<file path="src/rtl/load_resp_throttle.sv">
module load_resp_throttle #(
  parameter int LANES     = 2,
  parameter int BUF_BYTES = 64,
  parameter int MAX_LINES = 2,
  parameter int SIZE_W    = 8,
  parameter int LINE_W    = 26,
  parameter int CNT_W     = 32
) (
  input  logic                      clk,
  input  logic                      rst_n,
  input  logic                      thr_en,
  input  logic [LANES-1:0]          rsp_valid,
  input  logic [LANES*LINE_W-1:0]   rsp_line,
  input  logic [LANES*SIZE_W-1:0]   rsp_size,
  output logic [LANES-1:0]          rsp_accept,
  output logic                      retry_pulse,
  output logic [CNT_W-1:0]          cnt_resp,
  output logic [CNT_W-1:0]          cnt_bytes,
  output logic [CNT_W-1:0]          cnt_retry
);

  localparam int UW = $clog2(BUF_BYTES + 1);
  localparam int AW = ((SIZE_W > UW) ? SIZE_W : UW) + 1;
  localparam int NW = $clog2(LANES + MAX_LINES + 1) + 1;
  localparam logic [AW-1:0] BUF = AW'(BUF_BYTES);
  localparam logic [NW-1:0] MAXL = NW'(MAX_LINES);

  logic [AW-1:0]     pend_q, pend_d;
  logic [AW-1:0]     used, carry, sz, free;
  logic [NW-1:0]     lines;
  logic [LINE_W-1:0] last, ln;
  logic              blk, nl, over_l, over_b;
  logic [LANES-1:0]  acc;
  logic [CNT_W-1:0]  add_r, add_b;

  always_comb begin
    used  = '0;
    lines = '0;
    last  = '0;
    carry = pend_q;
    blk   = 1'b0;
    acc   = '0;
    add_r = '0;
    add_b = '0;
    sz = '0; free = '0; ln = '0; nl = 1'b0; over_l = 1'b0; over_b = 1'b0;
    for (int i = 0; i < LANES; i++) begin
      ln     = rsp_line[i*LINE_W +: LINE_W];
      sz     = AW'(rsp_size[i*SIZE_W +: SIZE_W]);
      nl     = (ln != last);
      free   = BUF - used;
      over_l = (lines + NW'(nl)) > MAXL;
      over_b = sz > free;
      if (rsp_valid[i] && !blk) begin
        if (!thr_en) begin
          acc[i] = 1'b1;
        end else if (carry == '0) begin
          if (over_l || over_b) begin
            blk = 1'b1;
            if (!over_l) begin
              carry = sz - free;
              used  = BUF;
            end
          end else begin
            acc[i] = 1'b1;
            used   = used + sz;
          end
        end else if (carry > BUF) begin
          blk   = 1'b1;
          carry = carry - BUF;
          used  = BUF;
        end else begin
          acc[i] = 1'b1;
          used   = carry;
          carry  = '0;
        end
        if (acc[i]) begin
          if (nl) begin
            lines = lines + 1'b1;
            last  = ln;
          end
          add_r = add_r + 1'b1;
          add_b = add_b + CNT_W'(rsp_size[i*SIZE_W +: SIZE_W]);
        end
      end
    end
    pend_d = thr_en ? carry : '0;
  end

  assign rsp_accept = acc;

  always_ff @(posedge clk) begin
    if (!rst_n) begin
      pend_q      <= '0;
      retry_pulse <= 1'b0;
      cnt_resp    <= '0;
      cnt_bytes   <= '0;
      cnt_retry   <= '0;
    end else begin
      pend_q      <= pend_d;
      retry_pulse <= thr_en && blk;
      cnt_resp    <= cnt_resp + add_r;
      cnt_bytes   <= cnt_bytes + add_b;
      cnt_retry   <= cnt_retry + CNT_W'(retry_pulse);
    end
  end

  AST_BUDGET_BOUND: assert property (@(posedge clk) disable iff (!rst_n)
    used <= BUF);

  AST_ACCEPT_NEEDS_VALID: assert property (@(posedge clk) disable iff (!rst_n)
    (rsp_accept & ~rsp_valid) == '0);

  AST_OFF_PASSES_ALL: assert property (@(posedge clk) disable iff (!rst_n)
    !thr_en |-> rsp_accept == rsp_valid);

  AST_RETRY_CAUSE: assert property (@(posedge clk) disable iff (!rst_n)
    retry_pulse |-> $past(thr_en && (rsp_valid != rsp_accept)));

  AST_RETRY_COUNTED: assert property (@(posedge clk) disable iff (!rst_n)
    retry_pulse |=> cnt_retry == $past(cnt_retry) + 1'b1);

  for (genvar g = 1; g < LANES; g++) begin : g_order
    AST_IN_ORDER: assert property (@(posedge clk) disable iff (!rst_n)
      (thr_en && rsp_valid[g-1] && !rsp_accept[g-1]) |-> !rsp_accept[g]);
  end

endmodule

</file>
<file path="config.mk">
export PLATFORM = sky130hd
export DESIGN_NAME = load_resp_throttle
export DESIGN_NICKNAME = d
export VERILOG_FILES = /design/src/rtl/load_resp_throttle.sv
export SDC_FILE = /design/constraint.sdc
export NUM_CORES = 1
export LEC_CHECK = 0
export CAP_MARGIN = 20
export CORE_MARGIN = 2
export CORE_UTILIZATION = 55
export CTS_CLUSTER_DIAMETER = 80
export DETAILED_ROUTE_END_ITERATION = 10
export DONT_BUFFER_PORTS = 1
export GPL_ROUTABILITY_DRIVEN = 0
export GPL_TIMING_DRIVEN = 0
export PLACE_DENSITY = 0.72
export SYNTH_ARGS = -nofsm -noshare
export SYNTH_HDL_FRONTEND = slang
export SYNTH_SLANG_ARGS = --single-unit
</file>
<file path="constraint.sdc">
create_clock -name clk -period 17.5 [get_ports clk]
set_input_delay 2.625 -clock clk [delete_from_list [all_inputs] [get_ports clk]]
set_output_delay 2.625 -clock clk [all_outputs]
set_load 0.05 [all_outputs]
</file>
==> results of run 1 <==
==> logic make-up (layout without fill, tap and decap cells) <==
group                    Yosys count  in the layout
buffers and inverters             56             71
adder cells (fa/ha/maj)           45             45
multiplexers                       9              9
flip-flops                       106            106
AND/OR/NAND/NOR                  331            331
AO/OA/AOI/OAI                    138            138
XOR/XNOR                          87             87
==> metal layers <==
layer | vias up | track usage | routed length, um
met2 | 186 | 0.391 | 7210
met4 | 0 | 0.108 | 467
met3 | 38 | 0.0808 | 1260
li1 | 2717 | - | -
met1 | 2572 | 0.302 | 6790
met5 | - | 0 | 0
==> through the flow <==
stage	hold slack, ns	instance area [um2]
after floorplan	0.654	6620
after global placement	0.714	6800
after detailed placement	0.717	6800
after CTS	0.730	7100
after global routing	0.785	7100
final	0.734	7100
==> critical path, stage by stage <==
cell and delay (ns):
clkbuf_1 0.31, nand3b_1 0.25, nor3_1 0.83, a22oi_1 0.30
ha_1 0.29, o21ai_0 0.12, a21oi_1 0.09, a221oi_1 0.24
a21oi_1 0.11, ha_1 0.37, nand4_1 0.12, o22a_1 0.18
o211ai_1 0.13, a21oi_1 0.06, o21ai_1 0.20, nor2_1 0.16
o32a_2 0.44, buf_6 0.17, inv_1 0.37
==> area by class of cell <==
class                      instances  area share
tap                              147      0.0259
sequential                       106       0.299
buffer                            22      0.0138
inverter                          34      0.0180
clock inverter                     3     0.00670
multi-input combinational        610       0.602
clock buffer                      12      0.0347
==> sequential cells by signal, summed over array words and instances, names as in the netlist <==
register     cells
cnt_resp        32
retry_pulse      1
pend_q           9
cnt_retry       32
cnt_bytes       32
==> worst max-delay path by stage <==
stage,start,end,cells past startpoint
global route,thr_en,rsp_accept[1],19
finish,thr_en,rsp_accept[1],19
detailed placement,thr_en,rsp_accept[1],19
floorplan,thr_en,rsp_accept[1],19
CTS,thr_en,rsp_accept[1],19
global placement,thr_en,rsp_accept[1],19
==> where the power goes <==
group	total (mW)	internal, mW	leakage, nW	switching [mW]
logic	0.252	0.108	1.78	0.144
registers	0.318	0.256	0.857	0.0620
clock network	0.205	0.115	0.144	0.0896
total	0.776	0.480	2.78	0.296
==> cell usage after synthesis (15+ instances only) <==
cell	n	area share
nand2_1	62	0.035
xnor2_1	62	0.082
o21ai_0	36	0.027
and3_1	23	0.022
and2_1	79	0.075
inv_1	34	0.019
nand3_1	30	0.023
a21oi_1	25	0.019
nand4_1	16	0.015
a21boi_0	15	0.017
nor3_1	16	0.012
ha_1	41	0.078
or3_1	21	0.020
xor2_1	25	0.033
clkbuf_1	20	0.011
dfxtp_1	106	0.32
nor2_1	34	0.019
==> metrics.yaml, run 1 <==
setup_path:
  worstSetupStartpointType: "primary input"
  regToRegEndpoint: "cnt_bytes[24]"
  cp.required_ns: 14.88
  worst-r2r-setup-slack_ns: 9.35
  rr_startpoint: "pend_q[7]"
  cp-end-kind: "output port"
  critPathKind: "in -> out"
  reg2reg_depth: 33
  path_max_fanout: 10
  cp.arrival_ns: 7.37
floorplan:
  die_area_um2: 12900
  die_h_um: 114
  die_w_um: 114
  core-area_um2: 11900
  start_util: 0.558
  num_rows: 40
  io_pins: 172
worst_hold_path:
  hold_path_end: "pend_q[1]"
  hold_path.class: "reg -> reg"
  worstHoldStart: "pend_q[1]"
  hold-path-cell-count: 3
yosys:
  muxShareOfSynthArea: 0.0176
  synth_edf_count: 0
  avgSynthCellArea_um2: 8.57
  synth_top_family_by_area: "simple AND/OR/NAND/NOR gates"
  ys_seq_area_frac: 0.321
  netlist_area_um2: 6620
  synth_cells: 772
  synth_fp_nets: 890
  synth_compound_area_frac: 0.147
  synth_seq_cells: 106
  synthAdderAreaFrac: 0.0896
  async_reset_ff_frac: 0
  ys_types: 62
  yosysWarnings: 0
  synthXorXnorAreaFrac: 0.115
  yosys_most_used_dff: "dfxtp_1"
  yosys.area_share.simple: 0.276
cts:
  cts_setup_buffers: 0
  cts.sinks: 106
  htreeDepth: 3
  clockRootBuffer: "clkbuf_16"
  clock_latency_ns: 0.35
  cts_resized: 0
  clk_pin_slew_ns: 0.07
  cts_buffer_depth: 2
  numCtsBuffers: 9
  cts_tree: "done"
  hold_buffers: 0
cells_and_area:
  insertedDiodeCount: 0
  fin_util: 0.598
  most-common-layout-cells: "dfxtp_1 (106), and2_1 (79), nand2_1 (62), xnor2_1 (62), ha_1 (41)"
  fillers: 1060
  areaGrowthSynthToFinish_pct: 7.22
  final_common_cell: "dfxtp_1"
  drive_gt1_frac: 0.0546
  nNetsFinal: 901
  register_area_um2: 2120
  fin_cells: 934
  multiInputGateArea_um2: 4270
global_routing:
  grt_max_degree: 17
  grt_overflow: 0
  grt_pass1_wl_mm: 25.6
  grt_pass1_vias: 5400
  grt_usage: 0.245
  antenna_found_initial: 0
timing:
  fin_tns_setup_ns: 0
  setup_ws_ns: 7.50
  tightest_slew_ns: 0.945
  period_needed_ns: 10.0
  max_freq_mhz: 100
  setup_violations: 0
  rsz0062_at_grt: "no"
  maxSlewViolCount: 0
  min_period_over_period: 0.571
  maxSlewHeadroom: 0.365
  hold_viol_final: 0
  fin_skew_ns: 0.00988
run_status:
  status: "finished, final reports clean"
drt:
  viasPerCell: 5.90
  routed_wl_mm: 15.7
  drcViolationCount: 0
  vias: 5513
  post_drt_wl_per_cell_um: 16.8
  drt_pass1_iterations: 5
  antenna_left: 0
  drtIter0Drc: 459
pwr:
  pwr_density_cell_nw_per_um2: 109
  p_leak_nw: 2.78
  finalPower_mw: 0.776
  max-vdd-ir-drop_mv: 0.0559
place:
  place_hpwl_mm: 12.2
  dpl_worst_slack_ns: 7.58
  io_buffer_count: 0
  placed_cells: 919
run:
  cap_violations: 0
Power figures use the tool's default switching activity.
==> run 2, diff against run 1 <==
--- a/config.mk
+++ b/config.mk
@@ -13,7 +13,7 @@
 export DONT_BUFFER_PORTS = 1
 export GPL_ROUTABILITY_DRIVEN = 0
 export GPL_TIMING_DRIVEN = 0
-export PLACE_DENSITY = 0.72
+export PLACE_DENSITY = 0.75
 export SYNTH_ARGS = -nofsm -noshare
 export SYNTH_HDL_FRONTEND = slang
 export SYNTH_SLANG_ARGS = --single-unit
==> constraint.sdc (replaced) <==
create_clock -name clk -period 8.81 [get_ports clk]
set_input_delay 1.3215 -clock clk [delete_from_list [all_inputs] [get_ports clk]]
set_output_delay 1.3215 -clock clk [all_outputs]
set_load 0.05 [all_outputs]
==> run 2 against run 1 <==
Against the previous run: power increased by 100%; count of clock-buffer cells in the layout decreased by 1; worst setup slack got worse by 6.8 ns; utilization increased by 0.21 points; worst hold slack improved by 0.0032 ns; clock power increased by 100%; critical path type is now in -> reg.
==> metrics.yaml, run 2 (synthesis results as in run 1) <==
global_routing:
  grt_pass1_vias: 5387
  grt_usage: 0.247
  grt_overflow: 0
  grt_max_degree: 18
  antenna_found_initial: 0
  grt_pass1_wl_mm: 25.7
place:
  place_hpwl_mm: 12.2
  placed_cells: 919
  io_buffer_count: 0
setup_path:
  path_max_fanout: 10
  cp.required_ns: 9.06
  worstSetupStartpointType: "primary input"
  cp-end-kind: "flip-flop"
  cp.arrival_ns: 8.31
  slowest_delay_ns: 0.60
  critPathKind: "in -> reg"
  crit_slowest_cell: "nor3_2"
timing:
  setup_violations: 0
  fin_skew_ns: 0.00902
  rsz0062_at_grt: "no"
  tightest_slew_ns: 0.955
  min_period_over_period: 0.915
  period_needed_ns: 8.06
  max_freq_mhz: 124
  hold_viol_final: 0
  maxSlewViolCount: 0
  maxSlewHeadroom: 0.363
  fin_tns_setup_ns: 0
cts:
  cts.sinks: 106
  clock_latency_ns: 0.35
  clockRootBuffer: "clkbuf_16"
  cts_buffer_depth: 2
  htreeDepth: 3
  cts_tree: "done"
  numCtsBuffers: 9
  clk_pin_slew_ns: 0.07
  cts_setup_buffers: 0
drt:
  viasPerCell: 5.96
  wl_met2_mm: 7.44
  antenna_left: 0
  drcViolationCount: 0
  wl_met1_mm: 6.89
  highest_layer: "met4"
  routed_wl_mm: 16.0
  vias: 5569
  met3_length_mm: 1.21
  drt_pass1_iterations: 5
  post_drt_wl_per_cell_um: 17.1
  drtIter0Drc: 445
floorplan:
  num_rows: 40
  io_pins: 172
  core-area_um2: 11900
  die_w_um: 114
  die_h_um: 114
  die_area_um2: 12900
  start_util: 0.558
pwr:
  p_leak_nw: 2.79
  pwr_density_cell_nw_per_um2: 219
  finalPower_mw: 1.56
  max-vdd-ir-drop_mv: 0.0937
cells_and_area:
  insertedDiodeCount: 0
  final_common_cell: "dfxtp_1"
  drive_gt1_frac: 0.0596
  nNetsFinal: 901
  areaGrowthSynthToFinish_pct: 7.60
  largestRegisters: "cnt_bytes: 32 flops, cnt_resp: 32 flops, cnt_retry: 32 flops"
  most-common-layout-cells: "dfxtp_1 (106), and2_1 (79), nand2_1 (62), xnor2_1 (62), ha_1 (41)"
  fin_cells: 935
run_status:
  status: "finished, final reports clean"
run:
  cap_violations: 0
worst_hold_path:
  hold_path.class: "reg -> reg"
## run 2: final cells by class
type / count / area, um2
tap: 147 / 184
buffer: 22 / 97.6
clock buffer: 11 / 253
clock inverter: 5 / 61.3
fill: 1039 / 4740
multi-input combinational: 610 / 4280
inverter: 34 / 128
sequential: 106 / 2120
## run 2: worst max-delay path: cells and delay by family
kind                       cells  cell delay, ns
AOI/OAI and AO/OA             14            2.91
and+or+nand+nor                7            1.55
adders and majority gates      4            1.06
buffers and inverters          4            0.98
muxes                          1            0.30
xor gates and xnor gates       1            0.16
## run 2: path summary, 6_finish.rpt
path / from / to / slack, ns / depth (start not counted)
hold / removal: pend_q[1] / pend_q[1] / 0.74 / 3
setup reg to reg: pend_q[7] / cnt_bytes[24] / 0.87 / 34
setup / recovery: thr_en / cnt_bytes[24] / 0.75 / 31
hold reg to reg: pend_q[1] / pend_q[1] / 0.74 / 3
## run 2: metal layers
layer  vias up  global-route usage
met4         0              0.0943
li1       2716                   -
met2       204               0.405
met3        39              0.0739
met1      2610               0.306
met5         -                   0
## run 2: where the power goes
group	leakage (nW)	internal [mW]	switching [mW]
Combinational	1.79	0.214	0.291
Sequential	0.857	0.509	0.124
Clock	0.150	0.237	0.182
## run 2: per-stage QoR
stage	hold WS, ns	area [um2]	util	setup slack (ns)
floorplan	0.654	6620	-	1.64
global placement	0.710	6800	0.573	0.396
detailed placement	0.705	6800	0.573	0.239
CTS	0.715	7120	0.600	0.559
global route	0.767	7120	0.600	0.279
finish	0.737	7120	0.600	0.752
## run 2: repair_timing
action | 4_1_cts | 5_1_grt
hold buffers | 0 | 0
endpoints found under the setup margin | 0 | 8
gates resized for setup | 0 | 1
